<file path="src/rtl/postman_pkg.sv">
`timescale 1ns/1ps
package postman_pkg;

  // Where the bit seen this cycle on one input goes, and whether it closes a dead flit.
  typedef struct packed {
    logic toX;
    logic toY;
    logic toLoc;
    logic dead;
  } routeStrb_t;

  typedef enum logic [1:0] {
    PH_IDLE,
    PH_HDR0,
    PH_HDR1,
    PH_BODY
  } phase_t;

  typedef enum logic [1:0] {
    DIR_X,
    DIR_Y,
    DIR_LOC
  } dir_t;

  typedef enum logic [1:0] {
    OWN_NONE,
    OWN_A,
    OWN_B
  } owner_t;

endpackage

</file>
<file path="src/rtl/postman_ctrl.sv">
`timescale 1ns/1ps
module postman_ctrl #(
  parameter int COORD_W = 4,
  parameter bit IS_DIM0 = 1'b1
) (
  input  logic                   clk,
  input  logic                   rstN,
  input  logic [COORD_W-1:0]     myX,
  input  logic [COORD_W-1:0]     myY,
  input  logic                   inValid,
  input  logic                   inBit,
  input  logic                   inDead,
  output postman_pkg::routeStrb_t strb
);
  import postman_pkg::*;

  localparam int IDX_W = (COORD_W > 1) ? $clog2(COORD_W) : 1;
  localparam logic [IDX_W-1:0] LAST_IDX = IDX_W'(COORD_W - 1);

  phase_t          phaseQ, phaseCur;
  logic [IDX_W-1:0] idxQ, idxCur, msbIdx;
  logic            accQ, accCur;
  dir_t            dirQ;
  logic            refBit, bitEq, lastAddr;

  // A packet starts in the first address flit this input expects.
  always_comb begin
    if (phaseQ == PH_IDLE) begin
      phaseCur = IS_DIM0 ? PH_HDR0 : PH_HDR1;
      idxCur   = '0;
      accCur   = 1'b1;
    end else begin
      phaseCur = phaseQ;
      idxCur   = idxQ;
      accCur   = accQ;
    end
  end

  assign msbIdx   = LAST_IDX - idxCur;
  assign refBit   = (phaseCur == PH_HDR0) ? myX[msbIdx] : myY[msbIdx];
  assign bitEq    = accCur & (inBit == refBit);
  assign lastAddr = (idxCur == LAST_IDX);

  // Route of the current bit: address bits go straight, the verdict only marks the tail.
  always_comb begin
    strb = '0;
    if (inValid) begin
      case (phaseCur)
        PH_HDR0: begin
          strb.toX  = 1'b1;
          strb.dead = inDead | (lastAddr & bitEq);
        end
        PH_HDR1: begin
          strb.toY  = 1'b1;
          strb.dead = inDead | (lastAddr & bitEq);
        end
        PH_BODY: begin
          strb.toX   = (dirQ == DIR_X);
          strb.toY   = (dirQ == DIR_Y);
          strb.toLoc = (dirQ == DIR_LOC);
          strb.dead  = inDead;
        end
        default: strb = '0;
      endcase
    end
  end

  always_ff @(posedge clk or negedge rstN) begin
    if (!rstN) begin
      phaseQ <= PH_IDLE;
      idxQ   <= '0;
      accQ   <= 1'b1;
      dirQ   <= DIR_X;
    end else if (!inValid) begin
      phaseQ <= PH_IDLE;
      idxQ   <= '0;
      accQ   <= 1'b1;
    end else if (phaseCur == PH_HDR0 || phaseCur == PH_HDR1) begin
      if (lastAddr) begin
        idxQ <= '0;
        accQ <= 1'b1;
        if (phaseCur == PH_HDR0) begin
          if (bitEq) begin
            phaseQ <= PH_HDR1;
          end else begin
            phaseQ <= PH_BODY;
            dirQ   <= DIR_X;
          end
        end else begin
          phaseQ <= PH_BODY;
          dirQ   <= bitEq ? DIR_LOC : DIR_Y;
        end
      end else begin
        phaseQ <= phaseCur;
        idxQ   <= idxCur + 1'b1;
        accQ   <= bitEq;
      end
    end else begin
      phaseQ <= phaseCur;
    end
  end


  first_bit_straight_chk: assert property (@(posedge clk) disable iff (!rstN)
    (inValid && !$past(inValid)) |-> (IS_DIM0 ? strb.toX : strb.toY));

endmodule

</file>
<file path="src/rtl/postman_portsel.sv">
`timescale 1ns/1ps
module postman_portsel (
  input  logic clk,
  input  logic rstN,
  input  logic reqA,
  input  logic reqB,
  output logic grantA,
  output logic grantB
);
  import postman_pkg::*;

  owner_t ownerQ, ownerNext;
  logic   prevA, prevB, riseA, riseB;

  assign riseA = reqA & ~prevA;
  assign riseB = reqB & ~prevB;

  // Holder keeps the output; otherwise only a freshly started run may claim it, A first.
  always_comb begin
    if (ownerQ == OWN_A && reqA)      ownerNext = OWN_A;
    else if (ownerQ == OWN_B && reqB) ownerNext = OWN_B;
    else if (riseA)                   ownerNext = OWN_A;
    else if (riseB)                   ownerNext = OWN_B;
    else                              ownerNext = OWN_NONE;
  end

  assign grantA = (ownerNext == OWN_A);
  assign grantB = (ownerNext == OWN_B);

  always_ff @(posedge clk or negedge rstN) begin
    if (!rstN) begin
      ownerQ <= OWN_NONE;
      prevA  <= 1'b0;
      prevB  <= 1'b0;
    end else begin
      ownerQ <= ownerNext;
      prevA  <= reqA;
      prevB  <= reqB;
    end
  end


  grant_needs_req_chk: assert property (@(posedge clk) disable iff (!rstN)
    (grantA |-> reqA) and (grantB |-> reqB));


  holder_keeps_chk: assert property (@(posedge clk) disable iff (!rstN)
    (grantB |=> (!reqB || grantB)) and (grantA |=> (!reqA || grantA)));


  no_late_grant_chk: assert property (@(posedge clk) disable iff (!rstN)
    ((reqB && !grantB) |=> (!reqB || !grantB)) and ((reqA && !grantA) |=> (!reqA || !grantA)));


  tie_prio_chk: assert property (@(posedge clk) disable iff (!rstN)
    (riseA && riseB) |-> grantA);

endmodule

</file>
<file path="src/rtl/postman_datapath.sv">
`timescale 1ns/1ps
module postman_datapath #(
  parameter int NUM_SHARED = 2
) (
  input  logic                    clk,
  input  logic                    rstN,
  input  logic                    inXBit,
  input  logic                    inYBit,
  input  postman_pkg::routeStrb_t sx,
  input  postman_pkg::routeStrb_t sy,
  output logic                    xOutValid,
  output logic                    xOutBit,
  output logic                    xOutDead,
  output logic                    yOutValid,
  output logic                    yOutBit,
  output logic                    yOutDead,
  output logic                    locValid,
  output logic                    locBit
);
  // Shared output 0 is the dimension-1 link, 1 is the local port; requester A is the dimension-1 input.
  logic [NUM_SHARED-1:0] reqA, reqB, gA, gB;

  assign reqA[0] = sy.toY;
  assign reqB[0] = sx.toY;
  assign reqA[1] = sy.toLoc;
  assign reqB[1] = sx.toLoc;

  for (genvar g = 0; g < NUM_SHARED; g++) begin : g_shared
    postman_portsel i_sel (
      .clk    (clk),
      .rstN   (rstN),
      .reqA   (reqA[g]),
      .reqB   (reqB[g]),
      .grantA (gA[g]),
      .grantB (gB[g])
    );
  end

  always_ff @(posedge clk or negedge rstN) begin
    if (!rstN) begin
      xOutValid <= 1'b0;
      xOutBit   <= 1'b0;
      xOutDead  <= 1'b0;
      yOutValid <= 1'b0;
      yOutBit   <= 1'b0;
      yOutDead  <= 1'b0;
      locValid  <= 1'b0;
      locBit    <= 1'b0;
    end else begin
      xOutValid <= sx.toX;
      xOutBit   <= sx.toX & inXBit;
      xOutDead  <= sx.toX & sx.dead;
      yOutValid <= gA[0] | gB[0];
      yOutBit   <= gA[0] ? inYBit : (gB[0] & inXBit);
      yOutDead  <= (gA[0] & sy.dead) | (gB[0] & sx.dead);
      locValid  <= gA[1] | gB[1];
      locBit    <= gA[1] ? inYBit : (gB[1] & inXBit);
    end
  end


  dead_ends_frag_chk: assert property (@(posedge clk) disable iff (!rstN)
    xOutDead |=> !xOutValid);

endmodule

</file>
<file path="src/rtl/mesh_postman_node.sv">
`timescale 1ns/1ps
module mesh_postman_node #(
  parameter int COORD_W = 4
) (
  input  logic               clk,
  input  logic               rstN,
  input  logic [COORD_W-1:0] myX,
  input  logic [COORD_W-1:0] myY,
  input  logic               xInValid,
  input  logic               xInBit,
  input  logic               xInDead,
  input  logic               yInValid,
  input  logic               yInBit,
  input  logic               yInDead,
  output logic               xOutValid,
  output logic               xOutBit,
  output logic               xOutDead,
  output logic               yOutValid,
  output logic               yOutBit,
  output logic               yOutDead,
  output logic               locValid,
  output logic               locBit
);
  import postman_pkg::*;

  routeStrb_t sx, sy;

  postman_ctrl #(.COORD_W(COORD_W), .IS_DIM0(1'b1)) i_ctrlX (
    .clk(clk), .rstN(rstN), .myX(myX), .myY(myY),
    .inValid(xInValid), .inBit(xInBit), .inDead(xInDead), .strb(sx)
  );

  postman_ctrl #(.COORD_W(COORD_W), .IS_DIM0(1'b0)) i_ctrlY (
    .clk(clk), .rstN(rstN), .myX(myX), .myY(myY),
    .inValid(yInValid), .inBit(yInBit), .inDead(yInDead), .strb(sy)
  );

  postman_datapath #(.NUM_SHARED(2)) i_dp (
    .clk(clk), .rstN(rstN), .inXBit(xInBit), .inYBit(yInBit),
    .sx(sx), .sy(sy),
    .xOutValid(xOutValid), .xOutBit(xOutBit), .xOutDead(xOutDead),
    .yOutValid(yOutValid), .yOutBit(yOutBit), .yOutDead(yOutDead),
    .locValid(locValid), .locBit(locBit)
  );


  fwd_latency_chk: assert property (@(posedge clk) disable iff (!rstN)
    xOutValid |-> $past(xInValid));

endmodule

</file>
<file path="config.mk">
export PLATFORM = sky130hd
export DESIGN_NAME = mesh_postman_node
export DESIGN_NICKNAME = d
export VERILOG_FILES = /design/src/rtl/postman_pkg.sv /design/src/rtl/postman_ctrl.sv /design/src/rtl/postman_portsel.sv /design/src/rtl/postman_datapath.sv /design/src/rtl/mesh_postman_node.sv
export SDC_FILE = /design/constraint.sdc
export NUM_CORES = 1
export LEC_CHECK = 0
export BUFFER_PORTS_ARGS = -buffer_cell sky130_fd_sc_hd__buf_2
export CAP_MARGIN = 0
export CORE_ASPECT_RATIO = 0.7
export CORE_MARGIN = 4
export CORE_UTILIZATION = 50
export CTS_CLUSTER_SIZE = 25
export DETAILED_ROUTE_END_ITERATION = 7
export PLACE_DENSITY_LB_ADDON = 0.3
export SLEW_MARGIN = 20
export SYNTH_ARGS = -nofsm -noshare
export SYNTH_HDL_FRONTEND = slang
export SYNTH_HIERARCHICAL = 1
export SYNTH_SLANG_ARGS = --single-unit
</file>
<file path="constraint.sdc">
create_clock -name clk -period 2 [get_ports clk]
set_input_delay 0.1 -clock clk [delete_from_list [all_inputs] [get_ports clk]]
set_output_delay 0.1 -clock clk [all_outputs]
set_load 0.03 [all_outputs]
</file>
==> qor.txt <==
Wire length of the first global-routing pass - 6540 um
Full die area - 0.00452 mm^2
Tot GR Track Use - 0.184
Port Buffers - 23
Synth-to-layout area growth - 17.0%
I/O pin cnt - 24
Sink of the worst hold path - i_dp/xOutBit
Count of buffers added by post-CTS timing repair for setup - 0
Setup slack of the worst register-to-register path - 0.1 ns
Iteration-0 DRC Markers - 39
Total half-perimeter wirelength after legalization and detailed placement - 2810 um
Die Y - 57.5 um
Element type at the critical path end - flip-flop
Max-cap violations - 0
Antenna diode count - 0
Clock tree skew after final layout - 0.00452 ns
Num CTS Buffers - 5
Initial Util - 0.537
Total instance count after detailed placement - 261
H-Tree Depth - 2
Worst relative slew slack - 0.553
Clock-pin slew of the registers on the worst-case setup and hold paths - 0.07 ns
CTS tree - built
Number of cells produced by synthesis - 194
Pin count of the biggest net entering global routing - 31
Worst hold slack - 0.118 ns
Number of buffers on the longest clock path - 2
Fraction of layout cells with a size suffix above 1 - 0.251
Final setup fails - 0
Wire per inst - 14.1 um
Placeable Area - 0.00325 mm^2
Most frequent cells in the layout - nand2_1 (27), dfrtp_1 (26), buf_2 (23), nor2_1 (15)
Power density of the placed cells - 653 mW/mm^2
Detailed-route via count - 1509
Worst Tran Pin Value - 0.671 ns
Outcome - completed
Final-stage net count - 240
Sequential cell area - 756 um^2
Highest achievable clock rate - 0.526 GHz
Fillers - 292
Final worst path period share - 0.951
Sum of negative setup slack - 0 ns
Total number of yosys warnings - 6
Reg-to-reg startpoint - i_ctrlY/phaseQ[1]
Vias in the first global route - 1426
Peak supply drop - 0.000430 V
Data required time of the critical path - 2.17 ns
Critical path arrival - 2.07 ns
Per-cell via count in the routed design - 5.59
Number of iterations in the first detailed-routing pass - 4
Chip Width - 78.7 um
Launching element type of the critical path - flip-flop
DRC Markers - 0
Crit path kind - reg -> reg
Type of the worst min-delay path - in -> reg
Hold violation count in the final report - 0
Design Power - 1.34 mW
Cell count of the worst reg-to-reg path - 7
CTS Root Cell - clkbuf_8
Worst setup slack after placement - 0.0391 ns
Final setup margin - 0.0974 ns
Post-layout instance count excluding filler cells - 270
Initial antenna violation count - 0
Post-place instance area - 0.00192 mm^2
Synthesized area - 0.00175 mm^2
Final min period - 1.90 ns
Synthesized area per cell - 9.02 um^2
Final global-route overflow total - 0
Most frequent standard cell in the layout excluding fill and tap cells - nand2_1
CTS Sinks - 30
Site Rows - 17
Startpoint of the worst hold path - xInBit
Detail Route Antenna Nets - 0
Hold depth - 2
Critical Path Fanout Max - 4
Finished layout cell area - 0.00205 mm^2
RD Place Congestion - 0.961
Final standard cell utilization of the core - 0.629
Routed wire length - 3810 um
Net count of the mapped netlist - 212
Reg2Reg Capture Point - i_dp/yOutDead
Static leakage - 0.930 nW
Final Slew Violations - 0
Clock latency at the later pin of the worst-skew pair - 0.28 ns
RSZ-0062 raised after global routing - false
Multi-input gate area - 941 um^2
## sequential cells by signal, summed over array words and instances (netlist names), 2 cells and up
name	cells
i_dp/g_shared.i_sel/prevB	2
i_ctrlY/phaseQ	2
i_ctrlY/dirQ	2
i_dp/g_shared.i_sel/ownerQ	4
i_dp/g_shared.i_sel/prevA	2
i_ctrlX/dirQ	2
i_ctrlX/phaseQ	2
i_ctrlY/idxQ	2
i_ctrlX/idxQ	2
## critical path, cell delays in order (launching register included)
cell and delay (ns):
dfrtp_1 0.38, nand2b_4 0.16, mux2_4 0.29, a211o_1 0.33, a21o_1 0.21, nand3_2 0.12
o21ai_0 0.11, a22o_1 0.20
## how the worst max path moves through the flow
stage / start / to / slack [ns]
floorplan: i_ctrlY/phaseQ[1] / i_dp/yOutDead / 0.06
global placement: i_ctrlY/phaseQ[1] / i_dp/yOutDead / 0.13
detailed placement: i_ctrlX/phaseQ[0] / i_ctrlX/dirQ[0] / 0.04
CTS: i_ctrlX/phaseQ[0] / i_ctrlX/dirQ[0] / 0.02
global route: i_ctrlY/phaseQ[0] / i_ctrlY/accQ / 0.009
finish: i_ctrlY/phaseQ[1] / i_dp/yOutDead / 0.1
## per-layer routing
metal | vias up | GRT usage | routed length (um)
met2 | 49 | 0.294 | 1810
li1 | 736 | - | -
met1 | 722 | 0.238 | 1740
met5 | - | 0 | 0
met4 | 0 | 0.0574 | 12
met3 | 2 | 0.0599 | 243
## area by class of cell
| type | count | area share |
|---|---|---|
| timing repair buffer | 31 | 0.0869 |
| clock buffer | 6 | 0.0355 |
| inverter | 8 | 0.0147 |
| sequential | 30 | 0.369 |
| clock inverter | 2 | 0.00489 |
| tap | 47 | 0.0287 |
| multi-input combinational | 146 | 0.460 |
## repair_timing
item / 4_1_cts / 5_1_grt
hold buffers: 1 / 0
hold endpoints to repair: 28 / 0
resized for setup: 0 / 10
endpoints found under the setup margin: 0 / 10
## power by group
part | internal, mW | switching (mW) | leakage (nW)
registers | 0.640 | 0.0276 | 0.384
logic | 0.0907 | 0.116 | 0.501
clock network | 0.241 | 0.222 | 0.0450
total | 0.972 | 0.365 | 0.930
Power figures use the tool's default switching activity.
